[config.mk]
export PLATFORM = sky130hd
export DESIGN_NAME = disp_irq_unit
export DESIGN_NICKNAME = d
export VERILOG_FILES = /design/src/rtl/disp_irq_pkg.sv /design/src/rtl/disp_irq_stat_bit.sv /design/src/rtl/disp_irq_vsel.sv /design/src/rtl/disp_irq_master.sv /design/src/rtl/disp_irq_regs.sv /design/src/rtl/disp_irq_unit.sv
export SDC_FILE = /design/constraint.sdc
export NUM_CORES = 1
export LEC_CHECK = 0
export BUFFER_PORTS_ARGS = -buffer_cell sky130_fd_sc_hd__buf_2
export CELL_PAD_IN_SITES_DETAIL_PLACEMENT = 0
export CELL_PAD_IN_SITES_GLOBAL_PLACEMENT = 1
export CORE_UTILIZATION = 35
export CTS_CLUSTER_SIZE = 30
export DETAILED_ROUTE_END_ITERATION = 12
export PLACE_DENSITY_LB_ADDON = 0.1
export SKIP_LAST_GASP = 1
export SLEW_MARGIN = 20
export SYNTH_ARGS = -nofsm -noshare
export SYNTH_HDL_FRONTEND = slang
export SYNTH_SLANG_ARGS = --single-unit
[constraint.sdc]
create_clock -name clk -period 3 [get_ports clk]
set_input_delay 0.15 -clock clk [delete_from_list [all_inputs] [get_ports clk]]
set_output_delay 0.15 -clock clk [all_outputs]
set_load 0.02 [all_outputs]
[src/rtl/disp_irq_pkg.sv]
package disp_irq_pkg;
  localparam int NSRC = 4;
  localparam int SRC_BUS_ERR = 0;
  localparam int SRC_VCOMP   = 1;
  localparam int SRC_BASE    = 2;
  localparam int SRC_UFLOW   = 3;

  localparam int NREGION = 4;
  localparam int SELW    = $clog2(NREGION);

  localparam logic [1:0] ADDR_ENABLE = 2'd0;
  localparam logic [1:0] ADDR_CTRL   = 2'd1;
  localparam logic [1:0] ADDR_STATUS = 2'd2;
  localparam logic [1:0] ADDR_MASKED = 2'd3;

  typedef enum logic [1:0] {
    MST_FRAME = 2'd0,
    MST_FETCH = 2'd1,
    MST_ERROR = 2'd2
  } mst_state_t;
endpackage

[src/rtl/disp_irq_stat_bit.sv]
module disp_irq_stat_bit (
  input  logic clk,
  input  logic rst,
  input  logic set_i,
  input  logic clr_i,
  output logic q_o
);
  logic q;

  always_ff @(posedge clk) begin
    if (rst) q <= 1'b0;
    else if (set_i) q <= 1'b1;
    else if (clr_i) q <= 1'b0;
  end

  assign q_o = q;

  a_r3_set_wins: assert property (@(posedge clk) disable iff (rst)
    set_i |=> q_o);
  a_r2_clear_takes: assert property (@(posedge clk) disable iff (rst)
    (clr_i && !set_i) |=> !q_o);
  a_r1_sticky: assert property (@(posedge clk) disable iff (rst)
    (q_o && !clr_i) |=> q_o);
endmodule

[src/rtl/disp_irq_vsel.sv]
module disp_irq_vsel
  import disp_irq_pkg::*;
#(
  parameter int N  = NREGION,
  parameter int SW = (N > 1) ? $clog2(N) : 1
) (
  input  logic [N-1:0]  region_i,
  input  logic [SW-1:0] sel_i,
  output logic          hit_o
);
  always_comb begin
    hit_o = 1'b0;
    for (int k = 0; k < N; k++) begin
      if (sel_i == SW'(k)) hit_o = region_i[k];
    end
  end
endmodule

[src/rtl/disp_irq_master.sv]
module disp_irq_master
  import disp_irq_pkg::*;
(
  input  logic       clk,
  input  logic       rst,
  input  logic       bus_err_i,
  input  logic       release_i,
  input  logic       fetch_start_i,
  input  logic       frame_done_i,
  output logic [1:0] state_o
);
  mst_state_t state_q, state_d;

  always_comb begin
    state_d = state_q;
    unique case (state_q)
      MST_FRAME: if (bus_err_i) state_d = MST_ERROR;
                 else if (fetch_start_i) state_d = MST_FETCH;
      MST_FETCH: if (bus_err_i) state_d = MST_ERROR;
                 else if (frame_done_i) state_d = MST_FRAME;
      MST_ERROR: if (release_i && !bus_err_i) state_d = MST_FRAME;
      default:   state_d = MST_FRAME;
    endcase
  end

  always_ff @(posedge clk) begin
    if (rst) state_q <= MST_FRAME;
    else     state_q <= state_d;
  end

  assign state_o = state_q;

  a_r9_enter_error: assert property (@(posedge clk) disable iff (rst)
    bus_err_i |=> (state_o == MST_ERROR));
  a_r9_hold_error: assert property (@(posedge clk) disable iff (rst)
    (state_o == MST_ERROR && !release_i) |=> (state_o == MST_ERROR));
  a_r10_release: assert property (@(posedge clk) disable iff (rst)
    (state_o == MST_ERROR && release_i && !bus_err_i) |=> (state_o == MST_FRAME));
  a_r10_legal_code: assert property (@(posedge clk) disable iff (rst)
    state_o != 2'd3);
endmodule

[src/rtl/disp_irq_regs.sv]
module disp_irq_regs
  import disp_irq_pkg::*;
#(
  parameter int DW = 8,
  parameter int AW = 2
) (
  input  logic            clk,
  input  logic            rst,
  input  logic            wr_i,
  input  logic [AW-1:0]   addr_i,
  input  logic [DW-1:0]   wdata_i,
  input  logic [NSRC-1:0] status_i,
  output logic [DW-1:0]   rdata_o,
  output logic [NSRC-1:0] enable_o,
  output logic [SELW-1:0] sel_o,
  output logic [NSRC-1:0] clr_o
);
  logic [NSRC-1:0] en_q;
  logic [SELW-1:0] sel_q;
  logic [DW-1:0]   rd_q;
  logic [DW-1:0]   rd_d;
  logic [1:0]      word;

  assign word = addr_i[1:0];

  always_ff @(posedge clk) begin
    if (rst) begin
      en_q  <= '0;
      sel_q <= '0;
    end else if (wr_i) begin
      if (word == ADDR_ENABLE) en_q  <= wdata_i[NSRC-1:0];
      if (word == ADDR_CTRL)   sel_q <= wdata_i[SELW-1:0];
    end
  end

  assign clr_o = (wr_i && word == ADDR_STATUS) ? wdata_i[NSRC-1:0] : '0;

  always_comb begin
    rd_d = '0;
    unique case (word)
      ADDR_ENABLE: rd_d[NSRC-1:0] = en_q;
      ADDR_CTRL:   rd_d[SELW-1:0] = sel_q;
      ADDR_STATUS: rd_d[NSRC-1:0] = status_i;
      default:     rd_d[NSRC-1:0] = status_i & en_q;
    endcase
  end

  always_ff @(posedge clk) begin
    if (rst) rd_q <= '0;
    else     rd_q <= rd_d;
  end

  assign rdata_o  = rd_q;
  assign enable_o = en_q;
  assign sel_o    = sel_q;

  a_r12_masked_read: assert property (@(posedge clk) disable iff (rst)
    (word == ADDR_MASKED) |=> (rdata_o[NSRC-1:0] == $past(status_i & en_q)));
  a_r4_enable_load: assert property (@(posedge clk) disable iff (rst)
    (wr_i && word == ADDR_ENABLE) |=> (enable_o == $past(wdata_i[NSRC-1:0])));
endmodule

[src/rtl/disp_irq_unit.sv]
module disp_irq_unit
  import disp_irq_pkg::*;
#(
  parameter int DW = 8,
  parameter int AW = 2
) (
  input  logic          clk,
  input  logic          rst,
  input  logic          reg_wr_i,
  input  logic [AW-1:0] reg_addr_i,
  input  logic [DW-1:0] reg_wdata_i,
  output logic [DW-1:0] reg_rdata_o,
  input  logic          bus_err_i,
  input  logic          fetch_start_i,
  input  logic          frame_done_i,
  input  logic [3:0]    region_start_i,
  input  logic          upper_base_xfer_i,
  input  logic          lower_base_xfer_i,
  input  logic          upper_fifo_uf_i,
  input  logic          lower_fifo_uf_i,
  output logic          irq_bus_err_o,
  output logic          irq_vcomp_o,
  output logic          irq_base_o,
  output logic          irq_underflow_o,
  output logic          irq_any_o,
  output logic [1:0]    mst_state_o
);
  logic [NSRC-1:0] set_v, clr_v, status_v, enable_v;
  logic [SELW-1:0] sel_v;
  logic            vcomp_hit;
  logic [NSRC-1:0] irq_q;
  logic            any_q;

  disp_irq_vsel #(.N(NREGION), .SW(SELW)) u_vsel (
    .region_i (region_start_i),
    .sel_i    (sel_v),
    .hit_o    (vcomp_hit)
  );

  always_comb begin
    set_v              = '0;
    set_v[SRC_BUS_ERR] = bus_err_i;
    set_v[SRC_VCOMP]   = vcomp_hit;
    set_v[SRC_BASE]    = upper_base_xfer_i | lower_base_xfer_i;
    set_v[SRC_UFLOW]   = upper_fifo_uf_i | lower_fifo_uf_i;
  end

  for (genvar g = 0; g < NSRC; g++) begin : g_stat
    disp_irq_stat_bit u_bit (
      .clk   (clk),
      .rst   (rst),
      .set_i (set_v[g]),
      .clr_i (clr_v[g]),
      .q_o   (status_v[g])
    );
  end

  disp_irq_regs #(.DW(DW), .AW(AW)) u_regs (
    .clk      (clk),
    .rst      (rst),
    .wr_i     (reg_wr_i),
    .addr_i   (reg_addr_i),
    .wdata_i  (reg_wdata_i),
    .status_i (status_v),
    .rdata_o  (reg_rdata_o),
    .enable_o (enable_v),
    .sel_o    (sel_v),
    .clr_o    (clr_v)
  );

  disp_irq_master u_master (
    .clk           (clk),
    .rst           (rst),
    .bus_err_i     (bus_err_i),
    .release_i     (clr_v[SRC_BUS_ERR]),
    .fetch_start_i (fetch_start_i),
    .frame_done_i  (frame_done_i),
    .state_o       (mst_state_o)
  );

  always_ff @(posedge clk) begin
    if (rst) begin
      irq_q <= '0;
      any_q <= 1'b0;
    end else begin
      irq_q <= status_v & enable_v;
      any_q <= |(status_v & enable_v);
    end
  end

  assign irq_bus_err_o   = irq_q[SRC_BUS_ERR];
  assign irq_vcomp_o     = irq_q[SRC_VCOMP];
  assign irq_base_o      = irq_q[SRC_BASE];
  assign irq_underflow_o = irq_q[SRC_UFLOW];
  assign irq_any_o       = any_q;

  a_r4_masked_lines: assert property (@(posedge clk) disable iff (rst)
    1'b1 |=> ({irq_underflow_o, irq_base_o, irq_vcomp_o, irq_bus_err_o}
              == $past(status_v & enable_v)));
  a_r5_combined: assert property (@(posedge clk) disable iff (rst)
    irq_any_o == (irq_bus_err_o | irq_vcomp_o | irq_base_o | irq_underflow_o));
  a_r6_region_ignored: assert property (@(posedge clk) disable iff (rst)
    (!region_start_i[sel_v] && !status_v[SRC_VCOMP]) |=> !status_v[SRC_VCOMP]);
endmodule

==> out/qor.yml, run 1 <==
clock_network:
  path_clk_slew_ns: 0.11
  cts_setup_buffers: 0
  cts.repair.resized: 0
  clock_sinks: 21
  root_buffer: "clkbuf_4"
  cts_buffer_depth: 2
  holdBufCountCts: 0
  cts_max_level: 1
  cts_buffers: 3
  clock_latency_ns: 0.29
  cts_tree: "built"
worst_hold_path:
  worstHoldStart: "bus_err_i"
  hold_class: "input pin to register"
  hold_path_depth: 2
  whs_endpoint: "u_master.state_o[0]"
finish:
  layout-drive-gt1-share: 0.317
  fin_area_um2: 1040
  layout.nets: 145
  syn_to_final_growth_pct: 18.1
  n_antenna_cell: 0
drt:
  routedWlPerCell_um: 11.4
  drt_iter0_drc: 6
  viasPerCell: 4.69
  drc: 0
  drt-pass1-iter-count: 2
  ant_nets: 0
  via_count: 694
  wirelength_mm: 1.69
yosys:
  seq_area_frac_synth: 0.476
  synthDistinctLibCells: 27
  synth_area_leader_cell: "dfxtp_1"
  synth-edff-count: 0
  syn-instance-count: 91
  synth_top_family_by_area: "simple AND/OR/NAND/NOR gates"
  synthTopCellsByArea: "dfxtp_1 (48%), mux2i_1 (10%), nor2_1 (6.8%)"
  postSynthAreaPerCell_um2: 9.71
  synth-main-ff-cell: "dfxtp_1"
  synth-xor-area-share: 0.00992
  synth_compound_area_frac: 0.112
  ys_warn_count: 0
  netlist_area_um2: 883
  synth_top_area_frac: 0.476
  yosys.area_share.simple: 0.208
  synth_fa_ha_area_frac: 0
  async_reset_ff_frac: 0
  synthMuxAreaShare: 0.102
  synth_seq_cells: 21
  synth.most_common_cell: "dfxtp_1"
  yosys-top-cells-count: "dfxtp_1 (21), nor2_1 (16), mux2i_1 (9)"
placed_design:
  place_area_um2: 1020
  hpwl_mm: 1.25
  io_buffers: 30
  gp_congestion: 0.682
power_and_ir_drop:
  power.leakage_nw: 0.479
  vdd_drop_max_v: 0.000238
  cellPowerDensity_nw_per_um2: 481
die:
  row_count: 17
  design.portCount: 39
  core-area_um2: 2300
  start_util: 0.385
  dieWidth_um: 52.2
  die_h_um: 52.2
  fp.dieArea_um2: 2730
worst_setup_path:
  r2r_end: "g_stat[1].u_bit.q_o"
  cp-startpoint: "u_regs.sel_o[0]"
  critPathLaunchType: "register"
  cp_max_fo: 4
  slowest_delay_ns: 0.43
  crit_arrival_ns: 1.36
  timing.rr.start: "u_regs.sel_o[0]"
  rr_worst_depth: 3
  crit_chain: "mux2i_1 > nor3b_1 > or3_1"
  cp.required_ns: 3.19
  crit_type: "register to register"
  end_kind: "register"
  ff2ff_setup_slack_ns: 1.84
  crit_slowest_cell: "dfxtp_1"
timing:
  hold_violations: 0
  fin_worst_skew_ns: 0.00354
  min_period_over_period: 0.388
  rsz0062_at_grt: "no"
  drv_slew: 0
  fmax_ghz: 0.859
  setup_viol: 0
  period_minus_slack_ns: 1.16
  setup_tns_ns: 0
global_routing:
  groute.usage.overall: 0.143
  grt_max_degree: 23
  grt_pass1_vias: 631
  grt_pass1_wl_mm: 2.82
  grt_overflow: 0
  grt_antenna_before_repair: 0
job:
  maxCapViolations: 0
outcome:
  status: "finished, final reports clean"
state kept, by name, indices dropped and copies added, names as in the netlist:
signal	flops
u_master.state_o	2
g_stat.u_bit.q_o	4
irq_q	4
irq_any_o	1
u_regs.rdata_o	4
u_regs.sel_o	2
u_regs.enable_o	4
where the power goes:
| part | internal, W | switching, W |
|---|---|---|
| sequential | 0.000292 | 0.00000847 |
| clock | 0.0000517 | 0.0000798 |
| combinational | 0.0000305 | 0.0000403 |
| total | 0.000374 | 0.000129 |
how the worst max path moves through the flow:
stage                                to  slack, ns  cells past startpoint
floorplan           g_stat[1].u_bit.q_o       1.92                      3
finish              g_stat[1].u_bit.q_o       1.84                      3
CTS                 g_stat[1].u_bit.q_o       1.83                      3
detailed placement  g_stat[1].u_bit.q_o       1.85                      3
global placement    g_stat[1].u_bit.q_o       1.84                      3
global route        g_stat[1].u_bit.q_o       1.75                      3
critical path, delay by kind of cell, from the launching register on:
kind | cells | cell delay, ns
DFF | 1 | 0.43
muxes | 1 | 0.20
and+or+nand+nor | 2 | 0.43
cell type report:
cell class | count | area [um^2]
tap | 28 | 35.0
fill | 247 | 1250
clock buffer | 4 | 26.3
sequential | 21 | 420
timing repair buffer | 30 | 150
inverter | 4 | 15.0
multi-input combinational | 61 | 397
kinds of logic after synthesis:
group | count (synthesis)
other | 1
AND/OR/NAND/NOR | 34
buffers and inverters | 12
XOR/XNOR | 1
multiplexers | 9
AO/OA/AOI/OAI | 13
flip-flops | 21
layer usage:
layer / track usage / vias to the layer above / wire, um
met3: 0.0261 / 2 / 83
li1: - / 363 / -
met1: 0.194 / 311 / 840
met4: 0.0658 / 0 / 14
met5: 0 / - / 0
met2: 0.218 / 18 / 750
cells in the final DEF (no fill, tap or decap), types with 2 or more instances in the layout:
| cell type | count |
|---|---|
| buf_2 | 30 |
| dfxtp_1 | 21 |
| nor2_1 | 16 |
| mux2i_1 | 9 |
| a21oi_1 | 5 |
| inv_1 | 4 |
| nand2_1 | 4 |
| conb_1 | 4 |
| nor3_1 | 3 |
| clkbuf_4 | 3 |
| o221a_2 | 2 |
| nand2b_1 | 2 |
| a32oi_1 | 2 |
| a311oi_1 | 2 |
per-stage QoR:
stage	power [W]	std cells	setup slack [ns]	hold slack (ns)	util
after floorplan	0.000357	94	1.92	0.229	-
after global routing	0.000534	148	1.75	0.0126	0.454
after CTS	0.000512	148	1.83	0.0277	0.454
after global placement	0.000376	144	1.84	0.355	0.443
after detailed placement	0.000377	144	1.85	0.357	0.443
final	0.000502	148	1.84	0.0409	0.454
Note: power is estimated with default switching activity, not from simulation.
==> run 2: changes to the inputs <==
- CORE_UTILIZATION: 35 -> 29
- clock period: 3 -> 0.9 ns (I/O delays scaled with it)
==> out/qor.yml, run 2 (synthesis results as in run 1) <==
clock_network:
  clock_sinks: 21  # unchanged
  cts_max_level: 1  # unchanged
  cts_setup_buffers: 0  # unchanged
  cts_tree: "built"  # unchanged
  cts_buffers: 3  # unchanged
  path_clk_slew_ns: 0.11  # about the same
  root_buffer: "clkbuf_4"  # unchanged
  cts_buffer_depth: 2  # unchanged
  clock_latency_ns: 0.30  # was 0.29 ns
power_and_ir_drop:
  cellPowerDensity_nw_per_um2: 1450  # was 481 nW/um^2
  power.leakage_nw: 0.570  # was 0.479 nW
  vdd_drop_max_v: 0.000543  # was 0.000238 V
  finalPower_w: 0.00176  # was 0.000502 W
placed_design:
  hpwl_mm: 1.46  # was 1.25 mm
  placedCellCount: 162  # was 144
  place_area_um2: 1130  # was 1020 um^2
  io_buffers: 30  # unchanged
  gp_congestion: 0.733  # was 0.682
die:
  design.portCount: 39  # unchanged
  core-area_um2: 2830  # was 2300 um^2
  row_count: 19  # was 17
  dieWidth_um: 57.2  # was 52.2 um
  die_h_um: 57.2  # was 52.2 um
  fp.dieArea_um2: 3270  # was 2730 um^2
  start_util: 0.312  # was 0.385
finish:
  mostFrequentLayoutCell: "buf_2"  # unchanged
  fin_area_um2: 1210  # was 1040 um^2
  n_antenna_cell: 0  # unchanged
  fill_cells: 305  # was 247
  final_cell_mix: "buf_2 (28), dfxtp_1 (18), nor2_1 (16), buf_4 (16), mux2i_1 (9)"  # was buf_2 (30), dfxtp_1 (21), nor2_1 (16), mux2i_1 (9), a21oi_1 (5)
  fin_cells: 169  # was 148
  layout-drive-gt1-share: 0.413  # was 0.317
  layout.nets: 163  # was 145
  syn_to_final_growth_pct: 37.3  # was 18.1%
global_routing:
  grt_overflow: 0  # unchanged
  grt_max_degree: 16  # was 23
  grt_pass1_vias: 702  # was 631
  grt_util_met3: 0.0363  # was 0.0261
  grt_pass1_wl_mm: 3.25  # was 2.82 mm
  groute.usage.overall: 0.131  # was 0.143
  grt_use_met2: 0.205  # was 0.218
  grt_use_met1: 0.168  # was 0.194
  grt_antenna_before_repair: 0  # unchanged
  grt_busiest_layer: "met2"  # unchanged
timing:
  min_period_over_period: 1.15  # was 0.388
  setup_viol: 1  # was 0
  hold_violations: 0  # unchanged
  fmax_ghz: 0.964  # was 0.859 GHz
  period_minus_slack_ns: 1.04  # was 1.16 ns
  whs_ns: 0.0174  # was 0.0409 ns
  setup_tns_ns: -0.137  # was 0 ns
  fin_worst_skew_ns: 0.000532  # was 0.00354 ns
  drv_slew: 0  # unchanged
  setup_ws_ns: -0.137  # was 1.84 ns
  rsz0062_at_grt: "yes"  # was no
drt:
  routedWlPerCell_um: 11.3  # was 11.4 um
  via_count: 786  # was 694
  drt_iter0_drc: 18  # was 6
  ant_nets: 0  # unchanged
  drt-pass1-iter-count: 8  # was 2
  wirelength_mm: 1.90  # was 1.69 mm
  viasPerCell: 4.65  # was 4.69
  drc: 1  # was 0
worst_hold_path:
  worstHoldStart: "reg_wdata_i[0]"  # was bus_err_i
  hold_class: "input pin to register"  # unchanged
worst_setup_path:
  cp_max_fo: 3  # was 4
  timing.rr.start: "u_regs.sel_o[0]"  # unchanged
  ff2ff_setup_slack_ns: -0.14  # was 1.84 ns
  cp.required_ns: 1.10  # was 3.19 ns
  end_kind: "register"  # unchanged
  crit_type: "register to register"  # unchanged
  crit_arrival_ns: 1.24  # was 1.36 ns
  critPathLaunchType: "register"  # unchanged
  cp-startpoint: "u_regs.sel_o[0]"  # unchanged
outcome:
  status: "complete, but fails checks"  # was finished, final reports clean
  failed_checks: "DRC, setup timing"
job:
  maxCapViolations: 0  # unchanged
-- run 2: cell types whose count changed in the layout (fill, tap and decap cells not counted), sizes merged --
cell | before | now
dlygate4sd3 | 0 | 3
buf | 30 | 45
-- run 2: critical path, cell delays in order (launching register included) --
cell and delay [ns]:
dfxtp_4 0.38, mux2i_1 0.17, nor3_1 0.05, or3_1 0.33
-- run 2: layout make-up --
cell class	count	area, um^2	area share
clock buffer	4	26.3	0.0217
multi-input combinational	61	404	0.333
timing repair buffer	48	302	0.249
sequential	21	427	0.352
tap	31	38.8	0.0320
inverter	4	15.0	0.0124
-- run 2: where the power goes --
group,internal [W],total [W],switching (W)
combinational,0.000155,0.000304,0.000149
clock,0.000173,0.000455,0.000282
sequential,0.000971,0.000997,0.0000264
total,0.00130,0.00176,0.000457
-- run 2: what timing repair did --
action                                  in CTS  in global routing
endpoints found under the setup margin       3                  6
hold endpoints to repair                     6                  0
pin swaps                                    0                  2
resized for setup                            2                  5
hold buffers                                 3                  0
gates cloned                                 0                  0
-- run 2: final timing paths --
check,end,cells past startpoint
max,g_stat[1].u_bit.q_o,3
min,u_regs.enable_o[0],3
max reg2reg,g_stat[1].u_bit.q_o,3
min reg2reg,u_master.state_o[0],1
-- run 2: routing by layer --
metal,vias to the layer above,part of all wire
li1,405,-
met1,353,0.47
met2,24,0.45
met3,4,0.065
met4,0,0.013
met5,-,0
-- run 2: through the flow --
| step | utilization | worst slack, ns |
|---|---|---|
| after detailed placement | 0.401 | -0.127 |
| after global placement | 0.401 | -0.109 |
| final | 0.429 | -0.137 |
| after global routing | 0.429 | -0.198 |
| after CTS | 0.422 | -0.149 |
| after floorplan | - | -0.105 |
==> run 3: changes to the inputs <==
- CORE_UTILIZATION: 29 -> 33
- clock period: 0.9 -> 1.15 ns (I/O delays scaled with it)
==> out/qor.yml, run 3 (synthesis results as in run 1) <==
timing:
  setup_viol: 0  # was 1
  fin_worst_skew_ns: 0.00220  # was 0.000532 ns
  hold_violations: 0  # unchanged
  fmax_ghz: 0.885  # was 0.964 GHz
  min_period_over_period: 0.982  # was 1.15
  rsz0062_at_grt: "no"  # was yes
  drv_slew: 0  # unchanged
  whs_ns: 0.0175  # was 0.0174 ns
  setup_tns_ns: 0  # was -0.137 ns
  period_minus_slack_ns: 1.13  # was 1.04 ns
worst_setup_path:
  cp.required_ns: 1.34  # was 1.10 ns
  rr_worst_depth: 3  # unchanged
  timing.rr.start: "u_regs.sel_o[0]"  # unchanged
  cp-startpoint: "u_regs.sel_o[0]"  # unchanged
  ff2ff_setup_slack_ns: 0.02  # was -0.14 ns
  cp_max_fo: 3  # unchanged
  critPathLaunchType: "register"  # unchanged
  r2r_end: "g_stat[1].u_bit.q_o"  # unchanged
  crit_type: "register to register"  # unchanged
  crit_end: "g_stat[1].u_bit.q_o"  # unchanged
  end_kind: "register"  # unchanged
  crit_arrival_ns: 1.32  # was 1.24 ns
drt:
  drt-pass1-iter-count: 4  # was 8
  drc: 0  # was 1
  drt_iter0_drc: 25  # was 18
  ant_nets: 0  # unchanged
  routedWlPerCell_um: 11.9  # was 11.3 um
  via_count: 753  # was 786
  viasPerCell: 4.86  # was 4.65
  wirelength_mm: 1.85  # was 1.90 mm
clock_network:
  root_buffer: "clkbuf_4"  # unchanged
  cts_buffers: 3  # unchanged
  clock_sinks: 21  # unchanged
  path_clk_slew_ns: 0.11  # about the same
  cts_tree: "built"  # unchanged
  cts_max_level: 1  # unchanged
  cts_buffer_depth: 2  # unchanged
  clock_latency_ns: 0.30  # about the same
job:
  maxCapViolations: 0  # unchanged
die:
  die_h_um: 53.7  # was 57.2 um
  core-area_um2: 2500  # was 2830 um^2
  start_util: 0.353  # was 0.312
  dieWidth_um: 53.7  # was 57.2 um
  fp.dieArea_um2: 2890  # was 3270 um^2
  row_count: 18  # was 19
  design.portCount: 39  # unchanged
global_routing:
  grt_pass1_wl_mm: 2.88  # was 3.25 mm
  grt_pass1_vias: 645  # was 702
  groute.usage.overall: 0.143  # was 0.131
  grt_max_degree: 16  # unchanged
  grt_antenna_before_repair: 0  # unchanged
  grt_overflow: 0  # unchanged
worst_hold_path:
  hold_class: "input pin to register"  # unchanged
outcome:
  status: "finished, final reports clean"  # was complete, but fails checks
power_and_ir_drop:
  power.leakage_nw: 0.502  # was 0.570 nW
  cellPowerDensity_nw_per_um2: 1220  # was 1450 nW/um^2
  vdd_drop_max_v: 0.000835  # was 0.000543 V
placed_design:
  io_buffers: 30  # unchanged
  gp_congestion: 0.712  # was 0.733
  hpwl_mm: 1.34  # was 1.46 mm
finish:
  syn_to_final_growth_pct: 23.5  # was 37.3%
  layout-drive-gt1-share: 0.320  # was 0.413
  n_antenna_cell: 0  # unchanged
  mostFrequentLayoutCell: "buf_2"  # unchanged
  layout.nets: 150  # was 163
  final_cell_mix: "buf_2 (30), dfxtp_1 (21), nor2_1 (16), mux2i_1 (9), a21oi_1 (5)"  # was buf_2 (28), dfxtp_1 (18), nor2_1 (16), buf_4 (16), mux2i_1 (9)
==> run 3: power breakdown <==
part           total (W)  internal, W  leakage, nW  switching, W
clock network   0.000348     0.000135       0.0150      0.000213
registers       0.000783     0.000761        0.172     0.0000220
logic           0.000199    0.0000897        0.315      0.000110
total            0.00133     0.000985        0.502      0.000345
==> run 3: area by class of cell <==
| type | instances | area (um^2) |
|---|---|---|
| clock buffers | 4 | 26.3 |
| fillers | 259 | 1410 |
| inverters | 4 | 15.0 |
| multi-input cells | 61 | 397 |
| flip-flops and latches | 21 | 420 |
| well taps | 30 | 37.5 |
| repair buffers | 35 | 195 |
==> run 3: worst min path at each step <==
stage                         start                   to  slack (ns)  cells past startpoint
final                           rst      u_regs.sel_o[1]        0.02                      2
after global routing            rst  u_master.state_o[0]        0.02                      2
after CTS                       rst      u_regs.sel_o[1]        0.01                      2
after detailed placement  bus_err_i  u_master.state_o[0]        0.28                      2
after global placement    bus_err_i  u_master.state_o[0]        0.26                      2
after floorplan           bus_err_i  u_master.state_o[0]        0.14                      1
==> run 3: metal layers <==
layer | wire (um) | share of wire | global-route usage
met4 | 17 | 0.0092 | 0.0921
met1 | 823 | 0.44 | 0.186
met3 | 149 | 0.080 | 0.0254
met2 | 861 | 0.46 | 0.216
met5 | 0 | 0 | 0
==> run 3: stage by stage <==
step	std cells	worst slack, ns	instance area [um^2]	util	power, W
4_1_cts	155	0.0214	1090	0.436	0.00134
2_1_floorplan	94	0.0726	895	-	0.000931
3_5_place_dp	148	0.0564	1030	0.414	0.000991
3_3_place_gp	148	0.0530	1030	0.414	0.000987
6_report	155	0.0203	1090	0.436	0.00133
5_1_grt	155	0.00282	1090	0.436	0.00140
==> run 3: worst max-delay path, stage by stage, from the launching register on <==
cell     delay [ns]
dfxtp_1        0.41
mux2i_1        0.20
nor3b_1        0.06
or3_1          0.35
==> run 3: what timing repair did <==
action                                 in CTS  in global routing
gates resized for setup                     0                  0
hold buffers                                3                  0
setup buffers                               0                  0
endpoints found under the hold margin       4                  0
setup endpoints to repair                   0                  0
